<file path="src/rtl/tloop_pkg.sv">
package tloop_pkg;

  localparam int unsigned TLOOP_ERR_W   = 14;
  localparam int unsigned TLOOP_ACC_W   = 32;
  localparam int unsigned TLOOP_SHIFT_W = 5;

  // What the integrator does in a given cycle.
  typedef enum logic [1:0] {
    INTEG_IDLE  = 2'd0,
    INTEG_STEP  = 2'd1,
    INTEG_HOLD  = 2'd2,
    INTEG_CLEAR = 2'd3
  } integ_mode_e;

endpackage

</file>
<file path="src/rtl/tloop_sat_add.sv">
// Two's-complement adder that clamps to the extreme values on overflow.
module tloop_sat_add #(
  parameter int unsigned W = 32
) (
  input  logic signed [W-1:0] a_i,
  input  logic signed [W-1:0] b_i,
  output logic signed [W-1:0] sum_o
);

  localparam logic signed [W-1:0] POS_LIM = {1'b0, {(W-1){1'b1}}};
  localparam logic signed [W-1:0] NEG_LIM = {1'b1, {(W-1){1'b0}}};

  logic signed [W-1:0] raw;
  logic                same_sign;
  logic                flipped;

  always_comb begin
    raw       = a_i + b_i;
    same_sign = (a_i[W-1] == b_i[W-1]);
    flipped   = (raw[W-1] != a_i[W-1]);
    if (same_sign && flipped) begin
      sum_o = a_i[W-1] ? NEG_LIM : POS_LIM;
    end else begin
      sum_o = raw;
    end
  end

endmodule

</file>
<file path="src/rtl/tloop_gain_shift.sv">
// Power-of-two gain: arithmetic right shift by a run-time count.
module tloop_gain_shift #(
  parameter int unsigned W  = 32,
  parameter int unsigned SW = 5
) (
  input  logic signed [W-1:0]  x_i,
  input  logic        [SW-1:0] sh_i,
  output logic signed [W-1:0]  y_o
);

  always_comb begin
    y_o = x_i >>> sh_i;
  end

endmodule

</file>
<file path="src/rtl/tloop_integrator.sv">
// Saturating accumulator with clear (priority) and freeze.
module tloop_integrator
  import tloop_pkg::*;
#(
  parameter int unsigned W = 32
) (
  input  logic                clk,
  input  logic                rst_n,
  input  logic                step_en_i,
  input  logic                clear_i,
  input  logic                hold_i,
  input  logic signed [W-1:0] inc_i,
  output logic signed [W-1:0] integ_q_o,
  output logic signed [W-1:0] integ_d_o
);

  integ_mode_e         mode;
  logic signed [W-1:0] integ_q;
  logic signed [W-1:0] integ_d;
  logic signed [W-1:0] integ_sum;
  logic                integ_en;

  tloop_sat_add #(.W(W)) u_add (
    .a_i   (integ_q),
    .b_i   (inc_i),
    .sum_o (integ_sum)
  );

  always_comb begin
    if (clear_i) begin
      mode = INTEG_CLEAR;
    end else if (hold_i) begin
      mode = INTEG_HOLD;
    end else if (step_en_i) begin
      mode = INTEG_STEP;
    end else begin
      mode = INTEG_IDLE;
    end
  end

  always_comb begin
    integ_d  = integ_q;
    integ_en = 1'b0;
    unique case (mode)
      INTEG_CLEAR: begin
        integ_d  = '0;
        integ_en = 1'b1;
      end
      INTEG_STEP: begin
        integ_d  = integ_sum;
        integ_en = 1'b1;
      end
      default: begin
        integ_d  = integ_q;
        integ_en = 1'b0;
      end
    endcase
  end

  always_ff @(posedge clk or negedge rst_n) begin
    if (!rst_n) begin
      integ_q <= '0;
    end else if (integ_en) begin
      integ_q <= integ_d;
    end
  end

  assign integ_q_o = integ_q;
  assign integ_d_o = integ_d;

endmodule

</file>
<file path="src/rtl/tloop_pi_filter.sv">
module tloop_pi_filter
  import tloop_pkg::*;
#(
  parameter int unsigned ERR_W   = TLOOP_ERR_W,
  parameter int unsigned ACC_W   = TLOOP_ACC_W,
  parameter int unsigned SHIFT_W = TLOOP_SHIFT_W
) (
  input  logic               clk,
  input  logic               rst_n,
  input  logic               err_valid_i,
  input  logic [ERR_W-1:0]   err_i,
  input  logic [SHIFT_W-1:0] kp_shift_i,
  input  logic [SHIFT_W-1:0] ki_shift_i,
  input  logic               integ_clear_i,
  input  logic               integ_hold_i,
  output logic [ACC_W-1:0]   ctrl_o,
  output logic               ctrl_valid_o
);

  localparam int unsigned PAD_W = ACC_W - ERR_W;

  // Reset: asserted asynchronously, released on the clock.
  logic [1:0] rst_pipe;
  logic       rst_sync_n;

  always_ff @(posedge clk or negedge rst_n) begin
    if (!rst_n) begin
      rst_pipe <= 2'b00;
    end else begin
      rst_pipe <= {rst_pipe[0], 1'b1};
    end
  end

  assign rst_sync_n = rst_pipe[1];

  // Error left-aligned in the working word.
  logic signed [ACC_W-1:0] err_wide;
  logic signed [ACC_W-1:0] prop_term;
  logic signed [ACC_W-1:0] integ_inc;
  logic signed [ACC_W-1:0] integ_q;
  logic signed [ACC_W-1:0] integ_d;
  logic signed [ACC_W-1:0] out_sum;

  assign err_wide = {err_i, {PAD_W{1'b0}}};

  tloop_gain_shift #(.W(ACC_W), .SW(SHIFT_W)) u_kp (
    .x_i  (err_wide),
    .sh_i (kp_shift_i),
    .y_o  (prop_term)
  );

  tloop_gain_shift #(.W(ACC_W), .SW(SHIFT_W)) u_ki (
    .x_i  (err_wide),
    .sh_i (ki_shift_i),
    .y_o  (integ_inc)
  );

  tloop_integrator #(.W(ACC_W)) u_integ (
    .clk       (clk),
    .rst_n     (rst_sync_n),
    .step_en_i (err_valid_i),
    .clear_i   (integ_clear_i),
    .hold_i    (integ_hold_i),
    .inc_i     (integ_inc),
    .integ_q_o (integ_q),
    .integ_d_o (integ_d)
  );

  tloop_sat_add #(.W(ACC_W)) u_out_add (
    .a_i   (prop_term),
    .b_i   (integ_d),
    .sum_o (out_sum)
  );

  // Output register with clock enable and strobe.
  logic [ACC_W-1:0] ctrl_q;
  logic [ACC_W-1:0] ctrl_d;
  logic             cval_q;
  logic             cval_d;

  always_comb begin
    ctrl_d = ctrl_q;
    if (err_valid_i) begin
      ctrl_d = out_sum;
    end
    cval_d = err_valid_i;
  end

  always_ff @(posedge clk or negedge rst_sync_n) begin
    if (!rst_sync_n) begin
      ctrl_q <= '0;
      cval_q <= 1'b0;
    end else begin
      ctrl_q <= ctrl_d;
      cval_q <= cval_d;
    end
  end

  assign ctrl_o       = ctrl_q;
  assign ctrl_valid_o = cval_q;

endmodule

</file>
<file path="config.mk">
export PLATFORM = sky130hd
export DESIGN_NAME = tloop_pi_filter
export DESIGN_NICKNAME = d
export VERILOG_FILES = /design/src/rtl/tloop_pkg.sv /design/src/rtl/tloop_sat_add.sv /design/src/rtl/tloop_gain_shift.sv /design/src/rtl/tloop_integrator.sv /design/src/rtl/tloop_pi_filter.sv
export SDC_FILE = /design/constraint.sdc
export NUM_CORES = 1
export LEC_CHECK = 0
export ABC_CLOCK_PERIOD_IN_PS = 4200
export CORE_MARGIN = 2
export CORE_UTILIZATION = 55
export CTS_CLUSTER_DIAMETER = 150
export DETAILED_ROUTE_END_ITERATION = 10
export PLACE_DENSITY_LB_ADDON = 0.15
export SYNTH_ARGS = -nofsm -noshare
export SYNTH_HDL_FRONTEND = slang
export SYNTH_SLANG_ARGS = --single-unit
</file>
<file path="constraint.sdc">
create_clock -name clk -period 4.2 [get_ports clk]
set_input_delay 0.84 -clock clk [delete_from_list [all_inputs] [get_ports clk]]
set_output_delay 0.84 -clock clk [all_outputs]
set_load 0.005 [all_outputs]
</file>
==> results of run 1 <==
[Yosys cell counts (7+ instances only)]
master	n
nand2_1	173
o21ai_0	122
nor2_1	109
dfrtp_1	67
a21oi_1	66
ha_1	62
clkbuf_1	51
mux2i_1	39
a31oi_1	35
inv_1	34
xnor2_1	29
a21o_1	26
nand3_1	26
o21a_1	22
nor3_1	20
mux2_2	19
nand2b_1	14
a211oi_1	12
o211ai_1	12
o22ai_1	11
and2_1	10
nor2b_1	10
xor2_1	10
nand4_1	8
o2111ai_1	7
o21bai_1	7
or3_1	7
[through the flow]
stage / hold WS [ns] / cells
after floorplan: 0.331 / 1108
after global placement: 0.344 / 1631
after detailed placement: 0.338 / 1631
after CTS: 0.361 / 1697
[what timing repair did]
item,in CTS
gates cloned,3
buffers inserted,49
resized for setup,194
setup endpoints to repair,64
pin swaps,89
[cells by family after synthesis]
group	count (synthesis)	synth area share
flops	67	0.207
other cells	1	0.000463
xor+xnor	39	0.0421
buf+inv	98	0.0474
compound gates	381	0.303
simple gates	398	0.219
mux	60	0.0801
fa+ha+maj	64	0.101
[per-layer routing]
layer  GRT usage  overflow
met1       0.873         9
met2        1.30      1001
met3       0.663         7
met4        1.12       296
met5       0.118         1
==> results.yml, run 1 <==
synth:
  synth_fp_nets: 1201
  synth_seq_cells: 67
  synth_cell_type_count: 79
  synth_top_area_share: 0.207
  ys.flop_type: "dfrtp_1"
  yosysWarningCount: 0
  yosysTopAreaCell: "dfrtp_1"
  syn-mean-instance-area_sq_um: 7.32
  synthCells: 1108
  syn_area_sq_um: 8110
  postSynth.asyncResetShare: 1.00
  synth-edff-count: 0
  ys_top_cells_by_area: "dfrtp_1 (21%), ha_1 (9.6%), nand2_1 (8.0%)"
  yosysSeqAreaShare: 0.207
timing:
  crit_endpoint: "ctrl_o[21]$_DFFE_PN0P_/D"
  worst-ep-kind: "sequential cell input"
clocking:
  cts_buffers: 9
  cts_root_buffer: "clkbuf_16"
  holdBufCountCts: 0
  clkSinkCount: 67
  cts_buffer_depth: 2
  h-tree-depth: 3
global_routing:
  grt_overflow: 1314
  grt_start_max_net_pins: 69
  grt_usage: 0.961
die:
  initial_utilization: 0.560
  boundaryPins: 62
  num_rows: 44
  die_y_um: 125
  fp.dieW_um: 125
placed_design:
  dp_hpwl_um: 23700
  dpl_worst_slack_ns: -3.19
  numPortBuffers: 61
  post_dp_cell_area_sq_um: 11500
  globalplace.congestion: 1.00
status:
  status: "did not finish"
  error: "[ERROR GRT-0232] Routing congestion too high. Check the congestion heatmap in the GUI."
  stop_stage: "global routing (5_1_grt)"
==> run 2: changes to the inputs <==
--- a/config.mk
+++ b/config.mk
@@ -7,8 +7,7 @@
 export LEC_CHECK = 0
 export ABC_CLOCK_PERIOD_IN_PS = 4200
 export CORE_MARGIN = 2
-export CORE_UTILIZATION = 55
-export CTS_CLUSTER_DIAMETER = 150
+export CORE_UTILIZATION = 40
 export DETAILED_ROUTE_END_ITERATION = 10
 export PLACE_DENSITY_LB_ADDON = 0.15
 export SYNTH_ARGS = -nofsm -noshare
==> results.yml, run 2 <==
critical_path:
  critical_path_required_ns: 4.40
  crit_path_top_delay_cell: "a2111o_1"
  cp-start-kind: "input port"
  cp.arrival_ns: 6.60
  worst-path-max-fanout: 8
  end_kind: "flop"
  cpMostUsedCell: "o21ai_4"
  slowest_delay_ns: 0.51
  path_class: "input port to flop"
  r2r_slack_ns: -0.82
synth:
  ys_top_cells_by_area: "dfrtp_1 (21%), ha_1 (9.6%), nand2_1 (8.0%)"
  synthCells: 1108
  synth-edff-count: 0
  yosysSeqAreaShare: 0.207
  synth_top_area_share: 0.207
  synthTopCellsByCount: "nand2_1 (173), o21ai_0 (122), nor2_1 (109)"
  synth_cell_type_count: 79
  yosys.cell_count.top_type: "nand2_1"
  ys.flop_type: "dfrtp_1"
  yosysWarningCount: 0
  synth_seq_cells: 67
  syn-mean-instance-area_sq_um: 7.32
  yosysTopAreaCell: "dfrtp_1"
  postSynth.asyncResetShare: 1.00
  syn_area_sq_um: 8110
  synth_fp_nets: 1201
layout:
  nets: 1639
  area_growth_pct: 71.5
  diodes: 0
  final_common_cell: "buf_4"
  layout-drive-gt1-share: 0.435
  final_cell_mix: "buf_4 (381), nand2_1 (149), nor2_1 (103), dfrtp_1 (66), o21ai_0 (58)"
  stdcell_count: 1821
detailed_routing:
  avgViaCountPerCell: 5.52
  vias: 10058
  wl_um: 32700
  drtPass1Iterations: 5
  post-route-drc-count: 0
  postRouteAntennaNets: 0
  first_iter_violations: 647
  avgRoutedWirePerCell_um: 18.0
placed_design:
  dp_hpwl_um: 23900
  dpl_worst_slack_ns: -3.30
  numPortBuffers: 61
  globalplace.congestion: 0.963
  placed_cells: 1729
global_routing:
  grt_pass1_wl_um: 50700
  grt_pass1_vias: 9844
  antenna_found_initial: 0
  grt_usage: 0.297
  grt_start_max_net_pins: 69
  grt_overflow: 0
timing:
  hold_violations: 0
  finalClockSkew_ns: 0.0109
  worstMarginPinSlew_ns: 0.726
  final.min_clock_period_ns: 6.40
  grt_setup_unrepaired: "true"
  setup-violations-final: 43
  finalWorstSetupSlack_ns: -2.20
  layout_worst_path_cycle_share: 1.52
  relSlewSlack: 0.516
  max_freq_mhz: 156
  slew_viol_final: 0
  holdWs_ns: 0.311
die:
  core_sq_um: 20000
  fp.dieW_um: 146
  num_rows: 52
  die_y_um: 146
  boundaryPins: 62
  initial_utilization: 0.405
  die_area_sq_um: 21400
clocking:
  h-tree-depth: 3
  clkTransAtPathRegs_ns: 0.06
  cts_buffers: 9
  cts_tree: "done"
  holdBufCountCts: 0
  cts_buffer_depth: 2
  clkSinkCount: 67
  insertion_delay_ns: 0.35
  cts_root_buffer: "clkbuf_16"
power_and_ir_drop:
  power_w: 0.00409
  leakagePower_nw: 6.67
  pwr-share-comb: 0.593
  clkPwrFrac: 0.202
  switching_power_w: 0.00154
  power_density_nw_per_um2: 294
  seqPwrFrac: 0.205
  switching_share: 0.377
  p_int_w: 0.00254
  irDropWorstVdd_v: 0.000236
hold_path:
  hold_path_class: "flop to asynchronous set/reset pin"
flow_run:
  maxCapViolCount: 0
status:
  status: "finished, violations left"
  failed_checks: "setup timing"
## run 2: cell counts after synthesis
No cell type changed its count.
## run 2: per-layer routing
metal	up-vias	wire (um)	track usage
met5	-	0	0
met4	0	622	0.0782
met3	54	1440	0.0503
met2	245	16100	0.507
met1	4826	14500	0.390
li1	4933	-	-
## run 2: logic make-up (layout without fill, tap and decap cells)
| family | count (synthesis) | after routing | share of synthesized area |
|---|---|---|---|
| simple gates | 398 | 398 | 0.219 |
| compound gates | 381 | 382 | 0.303 |
| xor+xnor | 39 | 39 | 0.0421 |
| buf+inv | 98 | 540 | 0.0474 |
| flops | 67 | 67 | 0.207 |
| fa+ha+maj | 64 | 64 | 0.101 |
| other cells | 1 | 1 | 0.000463 |
| mux | 60 | 60 | 0.0801 |
## run 2: final timing paths
kind | start | end | depth (start not counted)
max in group asynchronous | rst_pipe[1] | u_integ.integ_q_o[11] | 1
min | rst_pipe[1] | ctrl_o[27] | 0
min in group clk | rst_pipe[0] | rst_pipe[1] | 0
max reg2reg | u_integ.integ_q_o[9] | ctrl_o[30] | 22
min reg2reg | rst_pipe[1] | ctrl_o[27] | 0
max | ki_shift_i[0] | ctrl_o[30] | 31
## run 2: layout make-up
class | count | area [sq um]
inverter | 37 | 141
clock buffer | 12 | 246
sequential | 67 | 1680
clock inverter | 4 | 73.8
multi-input combinational | 944 | 7300
timing repair buffer | 487 | 4120
fill | 1652 | 6140
tap | 270 | 338
## run 2: worst max-delay path, delay by kind of cell
kind / cells / cell delay (ns)
AO/OA/AOI/OAI: 17 / 3.33
adder cells (fa/ha/maj): 3 / 0.83
multiplexers: 2 / 0.62
AND/OR/NAND/NOR: 5 / 0.52
buffers and inverters: 4 / 0.41
## run 2: power groups by stage
stage          Combinational (W)  Clock [W]  Sequential, W
2_1_floorplan            0.00102          0       0.000837
3_3_place_gp             0.00194          0       0.000844
3_5_place_dp             0.00195          0       0.000846
4_1_cts                  0.00224   0.000839       0.000835
5_1_grt                  0.00261   0.000865       0.000849
6_report                 0.00242   0.000825       0.000838
## run 2: repair_timing
action                     4_1_cts  5_1_grt
gates cloned                     6        1
gates resized for setup        231      108
setup endpoints to repair       64       63
pin swaps                       94       48
buffers inserted                59       16
## run 2: through the flow
step	cell area, sq um	TNS, ns	util
finish	13900	-70.05	0.694
global route	13900	-80.03	0.694
CTS	13400	-67.15	0.666
floorplan	8370	-54.72	-
detailed placement	11700	-128.26	0.583
global placement	11700	-125.53	0.583
Power figures use the tool's default switching activity.
==> run 3: changes to the inputs <==
--- a/config.mk
+++ b/config.mk
@@ -8,8 +8,9 @@
 export ABC_CLOCK_PERIOD_IN_PS = 4200
 export CORE_MARGIN = 2
 export CORE_UTILIZATION = 40
+export CTS_BUF_LIST = sky130_fd_sc_hd__clkbuf_2
 export DETAILED_ROUTE_END_ITERATION = 10
-export PLACE_DENSITY_LB_ADDON = 0.15
+export PLACE_DENSITY = 0.64
 export SYNTH_ARGS = -nofsm -noshare
 export SYNTH_HDL_FRONTEND = slang
 export SYNTH_SLANG_ARGS = --single-unit
==> results.yml, run 3 (synthesized netlist as in run 2, its figures left out) <==
timing:
  max_freq_mhz: 164
  holdWs_ns: 0.310
  worstMarginPinSlew_ns: 0.685
  final.min_clock_period_ns: 6.11
  hold_violations: 0
  finalWorstSetupSlack_ns: -1.91
  grt_setup_unrepaired: "true"
  layout_worst_path_cycle_share: 1.45
  finalClockSkew_ns: 0.0384
  setup-violations-final: 35
  final.setup.tns_ns: -60.03
  slew_viol_final: 0
  relSlewSlack: 0.543
die:
  die_y_um: 146
  initial_utilization: 0.405
  core_sq_um: 20000
  die_area_sq_um: 21400
  num_rows: 52
  fp.dieW_um: 146
  boundaryPins: 62
clocking:
  cts_tree: "done"
  h-tree-depth: 3
  insertion_delay_ns: 0.60
  holdBufCountCts: 0
  cts_root_buffer: "clkbuf_2"
  cts_buffer_depth: 2
  clkSinkCount: 67
  cts_buffers: 9
  clkTransAtPathRegs_ns: 0.20
placed_design:
  globalplace.congestion: 0.989
  dp_hpwl_um: 23400
  placed_cells: 1730
  post_dp_cell_area_sq_um: 11700
  numPortBuffers: 61
global_routing:
  grt_pass1_vias: 9625
  grt_usage: 0.279
  grt_overflow: 0
  grt_start_max_net_pins: 69
  antenna_found_initial: 1
  grt_pass1_wl_um: 48200
status:
  failed_checks: "setup timing"
  status: "finished, violations left"
critical_path:
  critical_path_required_ns: 4.63
  cp_num_buf_inv: 9
  r2r_slack_ns: -0.73
  slowest_delay_ns: 0.54
  crit_path_top_delay_cell: "mux4_2"
  path_delay_family: "compound AO/OA/AOI/OAI gates"
  cp-start-kind: "input port"
  end_kind: "flop"
  cpMostUsedCell: "buf_4"
  path_class: "input port to flop"
  worst-path-max-fanout: 7
  cp.arrival_ns: 6.54
layout:
  final_cell_mix: "buf_4 (381), nand2_1 (159), nor2_1 (101), o21ai_0 (66), dfrtp_1 (66)"
  nets: 1614
  layout-drive-gt1-share: 0.406
  stdcell_count: 1797
  design_area_sq_um: 13100
  final_common_cell: "buf_4"
  area_growth_pct: 62.2
  final_core_util: 0.656
detailed_routing:
  vias: 10069
  wl_um: 31600
  avgRoutedWirePerCell_um: 17.6
  postRouteAntennaNets: 0
  drtPass1Iterations: 5
  first_iter_violations: 813
  avgViaCountPerCell: 5.60
  post-route-drc-count: 0
power_and_ir_drop:
  leakagePower_nw: 6.36
  power_density_nw_per_um2: 267
  irDropWorstVdd_v: 0.000183
hold_path:
  hold_path_class: "flop to asynchronous set/reset pin"
flow_run:
  maxCapViolCount: 0
## run 3: report_power, final
part	switching (W)	internal, W
combinational	0.00110	0.00117
sequential	0.0000798	0.000754
clock	0.000266	0.000139
total	0.00145	0.00207
## run 3: metal layers
layer  part of all wire  wire length [um]  GRT usage
met1               0.43             13700      0.370
met2               0.48             15100      0.470
met3              0.052              1630     0.0384
met4              0.035              1110     0.0913
met5                  0                 0          0
## run 3: area by class of cell
cell class	count	area (sq um)
antenna	1	2.50
clock buffer	10	50.0
clock inverter	6	65.1
fill	1664	6890
inverter	37	139
multi-input combinational	943	7050
sequential	67	1680
tap	270	338
timing repair buffer	463	3820
## run 3: what timing repair did
| action | CTS | global route |
|---|---|---|
| gates cloned | 1 | 4 |
| endpoints found under the setup margin | 61 | 46 |
| buffers inserted | 23 | 23 |
| pin swaps | 48 | 72 |
| gates resized for setup | 116 | 117 |
## run 3: stage by stage
step | total power [W] | setup slack [ns]
2_1_floorplan | 0.00186 | -1.90
3_3_place_gp | 0.00277 | -2.91
3_5_place_dp | 0.00280 | -3.04
4_1_cts | 0.00330 | -1.78
5_1_grt | 0.00374 | -2.05
6_report | 0.00351 | -1.91
## run 3: final timing paths
kind                                              to             startpoint  depth (start not counted)
worst min-delay path                      ctrl_o[25]            rst_pipe[1]                          0
max in group asynchronous       u_integ.integ_q_o[7]            rst_pipe[1]                          1
worst min register to register            ctrl_o[25]            rst_pipe[1]                          0
min in group clk                         rst_pipe[1]            rst_pipe[0]                          0
worst max register to register            ctrl_o[24]  u_integ.integ_q_o[10]                         24
worst max-delay path                      ctrl_o[24]          ki_shift_i[0]                         33
## run 3: worst register-to-register path: stages, from the launching register on
cell and delay [ns]:
dfrtp_1 0.46, ha_1 0.37, and3_4 0.25, nand4_4 0.13
a2111oi_4 0.32, o211ai_4 0.16, a21oi_4 0.29, buf_6 0.15
o31a_1 0.14, buf_4 0.14, buf_12 0.13, o21ai_4 0.07
nand2_2 0.10, ha_4 0.21, a21o_1 0.21, a2111oi_4 0.29
a21boi_2 0.24, nor2b_2 0.08, a21oi_2 0.22, a21o_1 0.23
buf_6 0.13, o21ai_4 0.08, nand2_4 0.15, clkbuf_16 0.18
a31oi_2 0.08
